<file path="config.mk">
export PLATFORM = sky130hd
export DESIGN_NAME = crc_range_unit
export DESIGN_NICKNAME = d
export VERILOG_FILES = /design/src/rtl/crc_range_pkg.sv /design/src/rtl/crc_cmd_parse.sv /design/src/rtl/crc_mem_walker.sv /design/src/rtl/crc16_engine.sv /design/src/rtl/crc_rsp_seq.sv /design/src/rtl/crc_range_unit.sv
export SDC_FILE = /design/constraint.sdc
export NUM_CORES = 1
export LEC_CHECK = 0
export ABC_AREA = 1
export CAP_MARGIN = 40
export CORE_ASPECT_RATIO = 1.1
export CORE_UTILIZATION = 58
export CTS_CLUSTER_DIAMETER = 150
export DETAILED_ROUTE_END_ITERATION = 12
export PLACE_DENSITY_LB_ADDON = 0.2
export SYNTH_ARGS = -nofsm -noshare
export SYNTH_HDL_FRONTEND = slang
export SYNTH_SLANG_ARGS = --single-unit
</file>
<file path="constraint.sdc">
create_clock -name clk_i -period 2.55 [get_ports clk_i]
set_clock_uncertainty 0.1 [all_clocks]
set_input_delay 0.3825 -clock clk_i [delete_from_list [all_inputs] [get_ports clk_i]]
set_output_delay 0.3825 -clock clk_i [all_outputs]
set_load 0.01 [all_outputs]
</file>
<file path="src/rtl/crc_range_pkg.sv">
package crc_range_pkg;
  localparam int unsigned WORD_W   = 16;
  localparam int unsigned ADDR_W   = 24;
  localparam int unsigned LOC_W    = 24;
  localparam int unsigned CNT_W    = 24;
  localparam int unsigned CRC_W    = 16;
  localparam int unsigned FRAME_N  = 5;
  localparam int unsigned IDX_W    = $clog2(FRAME_N);
  localparam logic [3:0]  OPC_CRC  = 4'hC;
  localparam logic [11:0] LEN_CRC  = 12'd5;
  localparam logic [3:0]  ST_PASS  = 4'h1;
  localparam logic [3:0]  ST_FAIL  = 4'h2;
  localparam logic [WORD_W-1:0] PASS_LEN = 16'h0003;
  localparam logic [WORD_W-1:0] FAIL_LEN = 16'h0002;
  localparam logic [ADDR_W-1:0] ADDR_STEP = 24'd2;

  typedef enum logic [2:0] {
    WK_IDLE, WK_RD, WK_B0, WK_B1, WK_B2, WK_FIN
  } walk_st_e;

  typedef enum logic [2:0] {
    RS_IDLE, RS_P0, RS_P1, RS_P2, RS_F0, RS_F1
  } rsp_st_e;
endpackage

</file>
<file path="src/rtl/crc_cmd_parse.sv">
module crc_cmd_parse
  import crc_range_pkg::*;
(
  input  logic              clk_i,
  input  logic              rst_ni,
  input  logic              word_valid_i,
  input  logic [WORD_W-1:0] word_i,
  output logic              start_o,
  output logic              reject_o,
  output logic [3:0]        reject_op_o,
  output logic [ADDR_W-1:0] base_o,
  output logic [CNT_W-1:0]  count_o
);
  logic [IDX_W-1:0]  idx_q;
  logic              start_q, reject_q;
  logic [3:0]        op_q;
  logic [ADDR_W-1:0] base_q;
  logic [CNT_W-1:0]  count_q;
  logic              hdr_ok;

  assign hdr_ok = (word_i[15:12] == OPC_CRC) && (word_i[11:0] == LEN_CRC);

  always_ff @(posedge clk_i or negedge rst_ni) begin
    if (!rst_ni) begin
      idx_q    <= '0;
      start_q  <= 1'b0;
      reject_q <= 1'b0;
      op_q     <= '0;
      base_q   <= '0;
      count_q  <= '0;
    end else begin
      start_q  <= 1'b0;
      reject_q <= 1'b0;
      if (word_valid_i) begin
        case (idx_q)
          IDX_W'(0): begin
            if (hdr_ok) idx_q <= IDX_W'(1);
            else begin
              reject_q <= 1'b1;
              op_q     <= word_i[15:12];
            end
          end
          IDX_W'(1): begin
            base_q[23:16] <= word_i[7:0];
            idx_q         <= IDX_W'(2);
          end
          IDX_W'(2): begin
            base_q[15:0] <= word_i;
            idx_q        <= IDX_W'(3);
          end
          IDX_W'(3): begin
            count_q[23:16] <= word_i[7:0];
            idx_q          <= IDX_W'(4);
          end
          default: begin
            count_q[15:0] <= word_i;
            start_q       <= 1'b1;
            idx_q         <= '0;
          end
        endcase
      end
    end
  end

  assign start_o     = start_q;
  assign reject_o    = reject_q;
  assign reject_op_o = op_q;
  assign base_o      = base_q;
  assign count_o     = count_q;

  a_r10_idle_hold: assert property (@(posedge clk_i) disable iff (!rst_ni)
    !word_valid_i |=> $stable(idx_q) && $stable(base_q) && $stable(count_q));
  a_r1_exclusive: assert property (@(posedge clk_i) disable iff (!rst_ni)
    !(start_o && reject_o));
  a_r8_reject_resets: assert property (@(posedge clk_i) disable iff (!rst_ni)
    reject_o |-> idx_q == '0);
endmodule

</file>
<file path="src/rtl/crc_mem_walker.sv">
module crc_mem_walker
  import crc_range_pkg::*;
(
  input  logic              clk_i,
  input  logic              rst_ni,
  input  logic              start_i,
  input  logic [ADDR_W-1:0] base_i,
  input  logic [CNT_W-1:0]  count_i,
  output logic              mem_rd_o,
  output logic [ADDR_W-1:0] mem_addr_o,
  input  logic [LOC_W-1:0]  mem_data_i,
  output logic              byte_valid_o,
  output logic [7:0]        byte_o,
  output logic              done_o,
  output logic              busy_o
);
  walk_st_e          st_q, st_d;
  logic [ADDR_W-1:0] addr_q;
  logic [CNT_W-1:0]  left_q;
  logic [LOC_W-9:0]  hold_q;
  logic              more;

  assign more = (left_q != '0);

  always_comb begin
    st_d         = st_q;
    mem_rd_o     = 1'b0;
    byte_valid_o = 1'b0;
    byte_o       = '0;
    done_o       = 1'b0;
    case (st_q)
      WK_IDLE: if (start_i) st_d = (count_i == '0) ? WK_FIN : WK_RD;
      WK_RD: begin
        mem_rd_o = 1'b1;
        st_d     = WK_B0;
      end
      WK_B0: begin
        byte_valid_o = 1'b1;
        byte_o       = mem_data_i[7:0];
        st_d         = WK_B1;
      end
      WK_B1: begin
        byte_valid_o = 1'b1;
        byte_o       = hold_q[7:0];
        st_d         = WK_B2;
      end
      WK_B2: begin
        byte_valid_o = 1'b1;
        byte_o       = hold_q[15:8];
        mem_rd_o     = more;  // overlap next fetch with last byte
        st_d         = more ? WK_B0 : WK_FIN;
      end
      WK_FIN: begin
        done_o = 1'b1;
        st_d   = WK_IDLE;
      end
      default: st_d = WK_IDLE;
    endcase
  end

  always_ff @(posedge clk_i or negedge rst_ni) begin
    if (!rst_ni) begin
      st_q   <= WK_IDLE;
      addr_q <= '0;
      left_q <= '0;
      hold_q <= '0;
    end else begin
      st_q <= st_d;
      if (st_q == WK_IDLE && start_i) begin
        addr_q <= base_i;
        left_q <= count_i;
      end
      if (mem_rd_o) left_q <= left_q - CNT_W'(1);
      if (st_q == WK_B0) begin
        hold_q <= mem_data_i[LOC_W-1:8];
        addr_q <= addr_q + ADDR_STEP;
      end
    end
  end

  assign mem_addr_o = addr_q;
  assign busy_o     = (st_q != WK_IDLE);

  a_r3_addr_step: assert property (@(posedge clk_i) disable iff (!rst_ni)
    mem_rd_o && $past(mem_rd_o, 3) |-> mem_addr_o == $past(mem_addr_o, 3) + ADDR_STEP);
  a_r3_read_feeds_byte: assert property (@(posedge clk_i) disable iff (!rst_ni)
    mem_rd_o |=> byte_valid_o);
  a_r11_byte_burst: assert property (@(posedge clk_i) disable iff (!rst_ni)
    $rose(byte_valid_o) |=> byte_valid_o ##1 byte_valid_o);
  a_r7_zero_count: assert property (@(posedge clk_i) disable iff (!rst_ni)
    start_i && !busy_o && count_i == '0 |=> done_o && !mem_rd_o);
endmodule

</file>
<file path="src/rtl/crc16_engine.sv">
module crc16_engine
  import crc_range_pkg::*;
#(
  parameter logic [CRC_W-1:0] INIT = 16'hFFFF,
  parameter logic [CRC_W-1:0] POLY = 16'h1021
) (
  input  logic             clk_i,
  input  logic             rst_ni,
  input  logic             init_i,
  input  logic             valid_i,
  input  logic [7:0]       byte_i,
  output logic [CRC_W-1:0] crc_o
);
  logic [CRC_W-1:0]      crc_q;
  logic [8:0][CRC_W-1:0] chain;

  assign chain[0] = crc_q;

  for (genvar g = 0; g < 8; g++) begin : g_bit
    logic fb;
    assign fb         = chain[g][CRC_W-1] ^ byte_i[7-g];
    assign chain[g+1] = {chain[g][CRC_W-2:0], 1'b0} ^ (fb ? POLY : '0);
  end

  always_ff @(posedge clk_i or negedge rst_ni) begin
    if (!rst_ni)      crc_q <= INIT;
    else if (init_i)  crc_q <= INIT;
    else if (valid_i) crc_q <= chain[8];
  end

  assign crc_o = crc_q;

  a_r5_init: assert property (@(posedge clk_i) disable iff (!rst_ni)
    init_i |=> crc_o == INIT);
  a_r5_hold: assert property (@(posedge clk_i) disable iff (!rst_ni)
    !init_i && !valid_i |=> $stable(crc_o));
endmodule

</file>
<file path="src/rtl/crc_rsp_seq.sv">
module crc_rsp_seq
  import crc_range_pkg::*;
(
  input  logic              clk_i,
  input  logic              rst_ni,
  input  logic              pass_i,
  input  logic [CRC_W-1:0]  crc_i,
  input  logic              fail_i,
  input  logic [3:0]        fail_op_i,
  output logic              rsp_valid_o,
  output logic [WORD_W-1:0] rsp_word_o,
  output logic              busy_o
);
  rsp_st_e          st_q;
  logic [CRC_W-1:0] crc_q;
  logic [3:0]       op_q;

  always_ff @(posedge clk_i or negedge rst_ni) begin
    if (!rst_ni) begin
      st_q  <= RS_IDLE;
      crc_q <= '0;
      op_q  <= '0;
    end else begin
      case (st_q)
        RS_IDLE: begin
          if (pass_i) begin
            st_q  <= RS_P0;
            crc_q <= crc_i;
          end else if (fail_i) begin
            st_q <= RS_F0;
            op_q <= fail_op_i;
          end
        end
        RS_P0:   st_q <= RS_P1;
        RS_P1:   st_q <= RS_P2;
        RS_F0:   st_q <= RS_F1;
        default: st_q <= RS_IDLE;
      endcase
    end
  end

  always_comb begin
    rsp_word_o = '0;
    case (st_q)
      RS_P0:   rsp_word_o = {ST_PASS, OPC_CRC, 8'h00};
      RS_P1:   rsp_word_o = PASS_LEN;
      RS_P2:   rsp_word_o = crc_q;
      RS_F0:   rsp_word_o = {ST_FAIL, op_q, 8'h00};
      RS_F1:   rsp_word_o = FAIL_LEN;
      default: rsp_word_o = '0;
    endcase
  end

  assign rsp_valid_o = (st_q != RS_IDLE);
  assign busy_o      = rsp_valid_o;

  a_r6_single_source: assert property (@(posedge clk_i) disable iff (!rst_ni)
    $onehot0({pass_i, fail_i}));
  a_r6_pass_run: assert property (@(posedge clk_i) disable iff (!rst_ni)
    pass_i && !busy_o |=> rsp_valid_o ##1 rsp_valid_o ##1 rsp_valid_o);
endmodule

</file>
<file path="src/rtl/crc_range_unit.sv">
module crc_range_unit
  import crc_range_pkg::*;
#(
  parameter logic [CRC_W-1:0] CRC_INIT = 16'hFFFF,
  parameter logic [CRC_W-1:0] CRC_POLY = 16'h1021
) (
  input  logic              clk_i,
  input  logic              rst_ni,
  input  logic              cmd_valid_i,
  input  logic [WORD_W-1:0] cmd_word_i,
  output logic              mem_rd_o,
  output logic [ADDR_W-1:0] mem_addr_o,
  input  logic [LOC_W-1:0]  mem_data_i,
  output logic              rsp_valid_o,
  output logic [WORD_W-1:0] rsp_word_o
);
  logic              start, reject, walk_busy, rsp_busy, engaged, word_take;
  logic [3:0]        reject_op;
  logic [ADDR_W-1:0] base;
  logic [CNT_W-1:0]  count;
  logic              byte_valid, walk_done;
  logic [7:0]        byte_val;
  logic [CRC_W-1:0]  crc;

  assign engaged   = start | reject | walk_busy | rsp_busy;
  assign word_take = cmd_valid_i & ~engaged;

  crc_cmd_parse u_parse (
    .clk_i       (clk_i),
    .rst_ni      (rst_ni),
    .word_valid_i(word_take),
    .word_i      (cmd_word_i),
    .start_o     (start),
    .reject_o    (reject),
    .reject_op_o (reject_op),
    .base_o      (base),
    .count_o     (count)
  );

  crc_mem_walker u_walk (
    .clk_i       (clk_i),
    .rst_ni      (rst_ni),
    .start_i     (start),
    .base_i      (base),
    .count_i     (count),
    .mem_rd_o    (mem_rd_o),
    .mem_addr_o  (mem_addr_o),
    .mem_data_i  (mem_data_i),
    .byte_valid_o(byte_valid),
    .byte_o      (byte_val),
    .done_o      (walk_done),
    .busy_o      (walk_busy)
  );

  crc16_engine #(.INIT(CRC_INIT), .POLY(CRC_POLY)) u_crc (
    .clk_i  (clk_i),
    .rst_ni (rst_ni),
    .init_i (start),
    .valid_i(byte_valid),
    .byte_i (byte_val),
    .crc_o  (crc)
  );

  crc_rsp_seq u_rsp (
    .clk_i      (clk_i),
    .rst_ni     (rst_ni),
    .pass_i     (walk_done),
    .crc_i      (crc),
    .fail_i     (reject),
    .fail_op_i  (reject_op),
    .rsp_valid_o(rsp_valid_o),
    .rsp_word_o (rsp_word_o),
    .busy_o     (rsp_busy)
  );

  a_r6_pass_header: assert property (@(posedge clk_i) disable iff (!rst_ni)
    walk_done |=> rsp_valid_o && rsp_word_o == 16'h1C00);
  a_r8_fail_header: assert property (@(posedge clk_i) disable iff (!rst_ni)
    reject |=> rsp_valid_o && rsp_word_o[15:12] == 4'h2 && !mem_rd_o);
  a_r10_no_restart: assert property (@(posedge clk_i) disable iff (!rst_ni)
    start |-> !walk_busy && !rsp_busy);
  a_r3_no_idle_read: assert property (@(posedge clk_i) disable iff (!rst_ni)
    mem_rd_o |-> walk_busy);
endmodule

</file>
==> metrics.txt, run 1 <==
clock latency on the worst-skew pair 430 ps; Internal Dissipation 7.405 mW; Net Count, Synth 1163; Filler Cells Inserted 1183; antenna diode instance count 0; half-perimeter wire length after detailed placement 15.18 mm; Final Hold Vio Count 0; number of standard cells after synthesis 1118; TritonCTS sink count 163; capturing element type of the critical path output pin; busiest layer in global routing met2; root cell of the clock tree sky130_fd_sc_hd__clkbuf_16; static power due to leakage 4.895 nW; non-filler cells, final 1412; worst IR drop on VDD 1.226 mV; Sw Share 42.26%; Wirelength per Cell 14.86 um; Site Rows 46; Worst EP required 2070 ps; fmax 0.4083 GHz; vias per cell 5.411; chip width 118.2 um; final setup violation count 0; portion of total power attributed to the clock network 19.1%; total number of yosys warnings 0; met2 capacity usage during global routing 47.13%; final net count 1253; net switching power figure 5.421 mW; DRC viols 0; critical-path maximum fanout 4; clock buffer count from CTS 17; clock tree from TritonCTS done; initial core utilization 59.61%; class of the tightest hold or removal check reg2reg; Final Critical Period 2449 ps; grt met3 use 4.327%; Worst R2R Path Depth 10; result of the run completed; antenna violations before repair 0; ranking of synthesized cells by area sky130_fd_sc_hd__dfrtp_1 43%, sky130_fd_sc_hd__nand2_1 16%, sky130_fd_sc_hd__inv_1 5.9%, sky130_fd_sc_hd__dfstp_2 4.9%, sky130_fd_sc_hd__nand3_1 4.3%; worst rel slew slack 61.90%; cell count after placement 1378; average cell area after synthesis 7.703 sq um; post-synth design cell area 8612 sq um; number of synthesized register bits 163; sequential cell area fraction in the yosys report 47.60%; via count 7641; Final Util 71.19%; placeable core region 14450 sq um; wire length of the first global-routing pass 34.89 mm; Detailed Route Iter0 Violations 697; PD cells 1247 nW/um^2; I/O pin count 85; overall die height 129.8 um; maximum count of clock buffers along a single path 2; dpl ws 221.1 ps; fraction of layout cells with a size suffix above 1 8.934%; total routing resource utilization after global routing 28.92%; total wirelength of the detailed-routed design 20.98 mm; last weighted congestion value of the routability-driven placer 0.9579; count of input and output buffers 84; ratio of final minimum period to clock period 96.05%; final count of pins violating max slew 0; via count of the first global-routing pass 7122; startpoint type of the worst setup path flip-flop; met1 usage 40.00%; critical path class reg2out; largest net degree at the start of global routing 57; transition time of the tightest slew-check pin 571.5 ps; Gate power share 42.8%; area grow syn2layout 19.43%; CTS clock-pin slew for the worst setup and hold paths 60 ps; die area 15340 sq um; Final Worst Setup Slack 100.7 ps; number of distinct library cells after synthesis 45; total congestion overflow 0; Routed Antenna Nets 0; max-cap violation count 0; CP arrival 1970 ps; area leader, netlist sky130_fd_sc_hd__dfrtp_1; first drt pass iteration count 5; H-tree levels 4; proportion of power drawn by flip-flops and latches 38.1%; Yosys top cell area share 42.71%; Worst Hold Path Cells 2
## synthesized netlist by cell type (all sizes together)
| cell type | number |
|---|---|
| buf | 22 |
| nor2 | 94 |
| dfstp | 16 |
| o21ai | 102 |
| xnor2 | 8 |
| clkinv | 2 |
| or2 | 2 |
| ha | 2 |
| o21bai | 1 |
| a22oi | 2 |
| a21boi | 2 |
| o221ai | 5 |
| nand3 | 76 |
| xor2 | 23 |
| o31ai | 1 |
| nand2 | 363 |
| nor3 | 12 |
| a21oi | 16 |
| inv | 139 |
| dfrtp | 147 |
| nor4 | 12 |
| o211ai | 13 |
| nor3b | 1 |
| a31oi | 2 |
| o22ai | 5 |
| clkbuf | 13 |
| nand4 | 37 |
## kinds of logic after synthesis
family                     synth area share, %
buffers and inverters                    8.397
DFF                                      47.60
and+or+nand+nor                          30.77
AOI/OAI and AO/OA                        9.792
adders and majority gates               0.2905
xor gates and xnor gates                 3.153
## critical path, cell delays in order (launching register included)
cell                            delay (ps)
sky130_fd_sc_hd__dfrtp_1               360
sky130_fd_sc_hd__inv_1                 100
sky130_fd_sc_hd__ha_1                  200
sky130_fd_sc_hd__nand3_1               130
sky130_fd_sc_hd__nor2_2                150
sky130_fd_sc_hd__nand3_2               140
sky130_fd_sc_hd__nand2_4               120
sky130_fd_sc_hd__nand2_4                60
sky130_fd_sc_hd__dlygate4sd2_1         280
## per-stage QoR
stage                     hold slack (ps)  setup TNS [ps]  total power, mW  instance area [sq um]
after floorplan                    -13.09               0            8.584                   8612
after global placement              286.1               0            10.10                   9682
after detailed placement            285.2               0            10.31                   9682
after CTS                           373.3               0            12.82                  10270
after global routing                387.7          -39.12            13.84                  10280
final                               373.8               0            12.83                  10280
## layout by cell type (no fill, tap or decap), types with 5 or more instances in the layout
cell,count
sky130_fd_sc_hd__nor4_1,11
sky130_fd_sc_hd__nor2_2,9
sky130_fd_sc_hd__xor2_1,23
sky130_fd_sc_hd__o21ai_0,42
sky130_fd_sc_hd__buf_4,18
sky130_fd_sc_hd__inv_1,135
sky130_fd_sc_hd__nand4_1,33
sky130_fd_sc_hd__nor2_1,82
sky130_fd_sc_hd__dfstp_2,16
sky130_fd_sc_hd__clkdlybuf4s50_1,81
sky130_fd_sc_hd__xnor2_1,8
sky130_fd_sc_hd__a21oi_1,13
sky130_fd_sc_hd__nand2_1,358
sky130_fd_sc_hd__dfrtp_1,147
sky130_fd_sc_hd__nand3_1,74
sky130_fd_sc_hd__o21ai_1,58
sky130_fd_sc_hd__clkbuf_16,17
sky130_fd_sc_hd__o211ai_1,13
sky130_fd_sc_hd__o22ai_1,5
sky130_fd_sc_hd__nor3_1,8
sky130_fd_sc_hd__o221ai_1,5
## per-layer routing
metal,share of wire (%),wire [um]
met1,46,9744
met2,47,9855
met4,2.2,456
met3,4.4,927
met5,0,0
## area by class of cell
class / instances / area [sq um] / share of cell area, %
flip-flops and latches: 163 / 4099 / 39.85
multi-input cells: 779 / 3805 / 37.00
repair buffers: 106 / 1049 / 10.19
inverters: 141 / 530.5 / 5.158
clock buffers: 19 / 452.9 / 4.404
well taps: 192 / 240.2 / 2.336
clock inverters: 12 / 108.9 / 1.058
## what timing repair did
item	CTS	global route
pin swaps	2	0
hold buffers	1	0
hold endpoints to repair	36	0
endpoints found under the setup margin	8	15
buffers inserted	2	0
resized for setup	3	6
## power groups by stage
stage / combinational (mW) / clock [mW] / sequential (mW)
2_1_floorplan: 3.91 / 0 / 4.67
3_3_place_gp: 5.25 / 0 / 4.84
3_5_place_dp: 5.43 / 0 / 4.89
4_1_cts: 5.49 / 2.47 / 4.86
5_1_grt: 6.22 / 2.57 / 5.05
6_report: 5.49 / 2.45 / 4.89
## flip-flops by register name, indices dropped and copies added, names as in the netlist
name                 count
u_parse.base_o          24
u_walk.hold_q           16
u_crc.crc_o             16
u_rsp.op_q               4
u_rsp.st_q               3
u_walk.left_q           24
u_rsp.crc_q             16
u_parse.count_o         24
u_parse.reject_o         1
u_walk.mem_addr_o       24
u_walk.st_q              3
u_parse.idx_q            3
u_parse.reject_op_o      4
u_parse.start_o          1
## worst paths after layout
path                                         end  slack [ps]              from
max                                     mem_rd_o         100  u_walk.left_q[0]
min                             u_walk.hold_q[6]         370  u_walk.hold_q[6]
max reg2reg                u_walk.mem_addr_o[18]         370    u_walk.st_q[2]
min reg2reg                     u_walk.hold_q[6]         370  u_walk.hold_q[6]
max in group asynchronous          u_rsp.st_q[2]        1260            rst_ni
min in group asynchronous   u_walk.mem_addr_o[8]         390            rst_ni
Power figures use the tool's default switching activity.
==> inputs of run 2 (changes only) <==
- HOLD_SLACK_MARGIN: unset -> 0.15
- REMOVE_ABC_BUFFERS: unset -> 1
==> metrics.txt, run 2 (synthesis gave the netlist of run 1 again) <==
clock buffer count from CTS 17; area grow syn2layout 19.67%; final setup violation count 0; clock latency on the worst-skew pair 430 ps; Critical Path, Cell by Cell inv_1 > ha_2 > nand3_1 > nor2_2 > nand3_2 > nand2_4 > nand2_4 > dlygate4sd2_1; fmax 0.4029 GHz; class of the tightest hold or removal check in2async; wire length of the first global-routing pass 35.37 mm; vias per cell 5.507; most frequent cells in the layout 358 x sky130_fd_sc_hd__nand2_1, 146 x sky130_fd_sc_hd__dfrtp_1, 134 x sky130_fd_sc_hd__inv_1; max-cap violation count 0; count of input and output buffers 84; root cell of the clock tree sky130_fd_sc_hd__clkbuf_16; total negative slack for setup checks 0 ps; total routing resource utilization after global routing 29.25%; final count of pins violating max slew 0; PD cells 1255 nW/um^2; Final Hold Vio Count 0; final net count 1255; Worst EP required 2070 ps; capturing element type of the critical path output pin; largest net degree at the start of global routing 46; Wirelength per Cell 15.15 um; total wirelength of the detailed-routed design 21.44 mm; CTS clock-pin slew for the worst setup and hold paths 70 ps; Site Rows 46; maximum count of clock buffers along a single path 2; Slowest-stage cell, CP sky130_fd_sc_hd__dfrtp_1; critical-path maximum fanout 2; H-tree levels 4; result of the run completed; first drt pass iteration count 5; antenna violations before repair 0; via count of the first global-routing pass 7339; Final Critical Period 2482 ps; most common library cell in the layout ignoring fill and taps sky130_fd_sc_hd__nand2_1; total congestion overflow 0; setup repair after global routing missed its margin false; clock tree from TritonCTS done; antenna diode instance count 0; DRC viols 0; Filler Cells Inserted 1181; last weighted congestion value of the routability-driven placer 0.9590; chip width 118.2 um; ratio of final minimum period to clock period 97.34%; startpoint type of the worst setup path flip-flop; transition time of the tightest slew-check pin 461.1 ps; TritonCTS sink count 163; initial core utilization 59.61%; static power due to leakage 4.886 nW; critical path class reg2out; worst rel slew slack 69.20%; Critical Path Max Stage Delay 380 ps; Routed Antenna Nets 0; Detailed Route Iter0 Violations 572; half-perimeter wire length after detailed placement 15.47 mm; placeable core region 14450 sq um; CP arrival 2000 ps; overall die height 129.8 um; via count 7793; most prevalent standard cell on the critical path sky130_fd_sc_hd__nand2_4; die area 15340 sq um; worst IR drop on VDD 0.8873 mV; final total power 12.93 mW; I/O pin count 85; fraction of layout cells with a size suffix above 1 9.403%
==> run 2: cell count changes in the layout (fill, tap and decap cells not counted), moves of 2 or more <==
cell / previous run / this run
sky130_fd_sc_hd__inv_6: 1 / 3
sky130_fd_sc_hd__buf_4: 18 / 20
sky130_fd_sc_hd__clkinv_4: 3 / 5
sky130_fd_sc_hd__clkbuf_8: 2 / 0
==> run 2: cell type report <==
class                   count  area (sq um)  share of cell area (%)
clock inverters            14         132.6                   1.287
multi-input cells         779          3812                   36.99
repair buffers            108          1061                   10.30
well taps                 192         240.2                   2.331
flip-flops and latches    163          4100                   39.78
inverters                 141         530.5                   5.148
clock buffers              18         429.2                   4.164
==> run 2: report_power, final <==
group / switching (mW) / total, mW / internal [mW]
combinational: 3.40 / 5.55 / 2.15
sequential: 1.04 / 4.94 / 3.89
clock: 1.09 / 2.44 / 1.35
==> run 2: metrics by stage <==
stage	util [%]	hold slack, ps	std cells	instance area (sq um)	setup WS, ps
2_1_floorplan	-	-13.09	1083	8419	145.9
3_3_place_gp	67.07	225.0	1379	9689	285.2
3_5_place_dp	67.07	225.6	1379	9689	225.1
4_1_cts	71.21	343.0	1414	10290	74.63
5_1_grt	71.34	361.0	1415	10310	16.48
6_report	71.34	323.9	1415	10310	67.83
==> run 2: repair_timing <==
item	in CTS	in global routing
pin swaps	2	1
hold buffers	1	0
gates resized for setup	5	7
buffers inserted	2	1
hold endpoints to repair	39	0
setup endpoints to repair	16	5
==> run 2: worst paths after layout <==
path / to / cells after the start / slack [ps] / start
max in group asynchronous: u_crc.crc_o[7] / 3 / 1330 / rst_ni
min reg2reg: u_walk.hold_q[0] / 2 / 380 / u_walk.hold_q[0]
min in group clk_i: u_walk.hold_q[0] / 2 / 380 / u_walk.hold_q[0]
max reg2reg: u_parse.base_o[0] / 8 / 320 / u_walk.st_q[0]
max: mem_rd_o / 8 / 70 / u_walk.left_q[1]
min: u_rsp.op_q[3] / 2 / 320 / rst_ni
==> run 2: critical path, delay by kind of cell (launching register included) <==
family / cells / cell delay, ps
fa+ha+maj: 1 / 190
flops: 1 / 380
buf+inv: 2 / 370
simple gates: 5 / 640
==> run 2: layer usage <==
metal  track usage (%)  vias to the layer above  part of all wire [%]
met4             12.22                        0                   3.2
met1             38.10                     3703                    44
li1                  -                     3791                     -
met5                 0                        -                     0
met2             49.38                      242                    49
met3             4.414                       57                   4.2
==> inputs of run 3 (changes only) <==
- clock period: 2.55 -> 2.85 ns (I/O delays scaled with it)
==> metrics.txt, run 3 (synthesis gave the netlist of run 1 again) <==
fmax 0.3615 GHz; class of the tightest hold or removal check reg2reg; startpoint type of the worst setup path flip-flop; Wirelength per Cell 15.00 um; Reg2Reg Capture Point u_walk.left_q[3]; ratio of final minimum period to clock period 97.05%; via count 7640; total length of routed met2 wires 10.52 mm; clock latency on the worst-skew pair 430 ps; fraction of layout cells with a size suffix above 1 8.792%; chip width 118.2 um; Worst EP required 2320 ps; kind of cell adding the most delay to the critical path buffers and inverters; transition time of the tightest slew-check pin 656.1 ps; first drt pass iteration count 5; area grow syn2layout 18.92%; DRC viols 0; critical path class reg2out; clock buffer count from CTS 17; area occupied by multi-input gates 3802 sq um; static power due to leakage 4.858 nW; worst rel slew slack 56.26%; Filler Cells Inserted 1178; Critical Path, Cell by Cell buf_4 > inv_1 > nand3_2 > nand2_4 > clkdlybuf4s50_1; cell count after placement 1375; Critical Path Max Stage Delay 540 ps; most frequent cells in the layout 359 x sky130_fd_sc_hd__nand2_1, 147 x sky130_fd_sc_hd__dfrtp_1, 135 x sky130_fd_sc_hd__inv_1; critical-path maximum fanout 13; antenna diode instance count 0; total routing resource utilization after global routing 28.94%; vias per cell 5.422; worst min-delay path endpoint u_walk.hold_q[3]; wire length of the first global-routing pass 34.71 mm; maximum count of clock buffers along a single path 2; CP Buf/Inv Count 3; I/O pin count 85; result of the run completed; Routed Antenna Nets 0; initial core utilization 59.61%; max-cap violation count 0; total negative slack for setup checks 0 ps; top layer reached by signal wires met4; worst IR drop on VDD 0.6550 mV; root cell of the clock tree sky130_fd_sc_hd__clkbuf_16; CTS clock-pin slew for the worst setup and hold paths 70 ps; Detailed Route Iter0 Violations 563; CP arrival 2240 ps; Worst Hold Path Cells 2; final count of pins violating max slew 0; Final Hold Vio Count 0; M1 wire length 9.330 mm; hold wc startpoint u_walk.hold_q[3]; clock tree from TritonCTS done; count of input and output buffers 84; Slowest-stage cell, CP sky130_fd_sc_hd__clkdlybuf4s50_1; placeable core region 14450 sq um; Final Critical Period 2766 ps; die area 15340 sq um; total congestion overflow 0; capturing element type of the critical path output pin; half-perimeter wire length after detailed placement 15.45 mm; Register-to-Register Setup Slack 580 ps; sequential cell area 4099 sq um; setup repair after global routing missed its margin true; PD cells 1119 nW/um^2; final net count 1249; antenna violations before repair 0; TritonCTS sink count 163; non-filler cells, final 1409; total wirelength of the detailed-routed design 21.13 mm; via count of the first global-routing pass 7059; overall die height 129.8 um; last weighted congestion value of the routability-driven placer 0.9383; largest net degree at the start of global routing 70; Routed met3 length 773 um; H-tree levels 4; Worst R2R Path Depth 11; final setup violation count 0; most common library cell in the layout ignoring fill and taps sky130_fd_sc_hd__nand2_1; Crit Reg-Reg Startpoint u_walk.left_q[0]; Site Rows 46; hold_ws 374.1 ps
## run 3: cell types whose count changed in the layout (fill, tap and decap cells not counted), moves of 2 or more
cell / change
sky130_fd_sc_hd__buf_4: -5
sky130_fd_sc_hd__inv_8: +5
sky130_fd_sc_hd__clkinv_4: -3
sky130_fd_sc_hd__inv_6: +3
sky130_fd_sc_hd__clkinvlp_4: -2
sky130_fd_sc_hd__o21ai_0: +2
sky130_fd_sc_hd__o21ai_1: -2
## run 3: power by group
part | total [mW] | internal [mW] | switching, mW
Combinational | 4.87 | 1.86 | 3.01
Sequential | 4.39 | 3.48 | 0.907
Clock | 2.20 | 1.16 | 1.04
## run 3: metrics by stage
stage          utilization [%]  total power [mW]  setup slack, ps  instance area (sq um)
2_1_floorplan                -             7.512            445.9                   8419
6_report                 70.89             11.46            84.01                  10240
3_5_place_dp             66.78             9.186            448.9                   9647
3_3_place_gp             66.78             8.998            528.2                   9647
4_1_cts                  70.77             11.44            17.21                  10220
5_1_grt                  70.89             12.31           -40.94                  10240
## run 3: per-layer routing
layer / global-route usage, % / up-vias
met5: 0 / -
met4: 11.61 / 0
li1: - / 3772
met3: 4.065 / 48
met1: 37.25 / 3608
met2: 49.86 / 212
## run 3: timing repair
action / 4_1_cts / 5_1_grt
buffers inserted: 0 / 1
gates resized for setup: 1 / 3
hold endpoints to repair: 59 / 0
pin swaps: 1 / 1
gates cloned: 0 / 0
hold buffers: 1 / 0
setup endpoints to repair: 1 / 10
## run 3: how the worst max path moves through the flow
stage                                  to              from  depth (start not counted)  slack, ps
floorplan           u_walk.mem_addr_o[12]    u_walk.st_q[0]                          7        450
global placement                 mem_rd_o  u_walk.left_q[0]                          8        530
detailed placement               mem_rd_o  u_walk.left_q[0]                          8        450
CTS                              mem_rd_o  u_walk.left_q[0]                          8         20
global route                     mem_rd_o  u_walk.left_q[0]                          8        -40
finish                           mem_rd_o    u_walk.st_q[2]                          5         80
## run 3: tightest hold or removal path: cells and delay by family (launching register included)
kind / cells / cell delay, ps
flops: 1 / 340
simple gates: 2 / 100
## run 3: area by class of cell
type | count | share of cell area, %
timing repair buffer | 102 | 9.811
clock inverter | 15 | 1.356
sequential | 163 | 40.02
inverter | 141 | 5.180
tap | 192 | 2.346
multi-input combinational | 779 | 37.13
clock buffer | 17 | 4.154
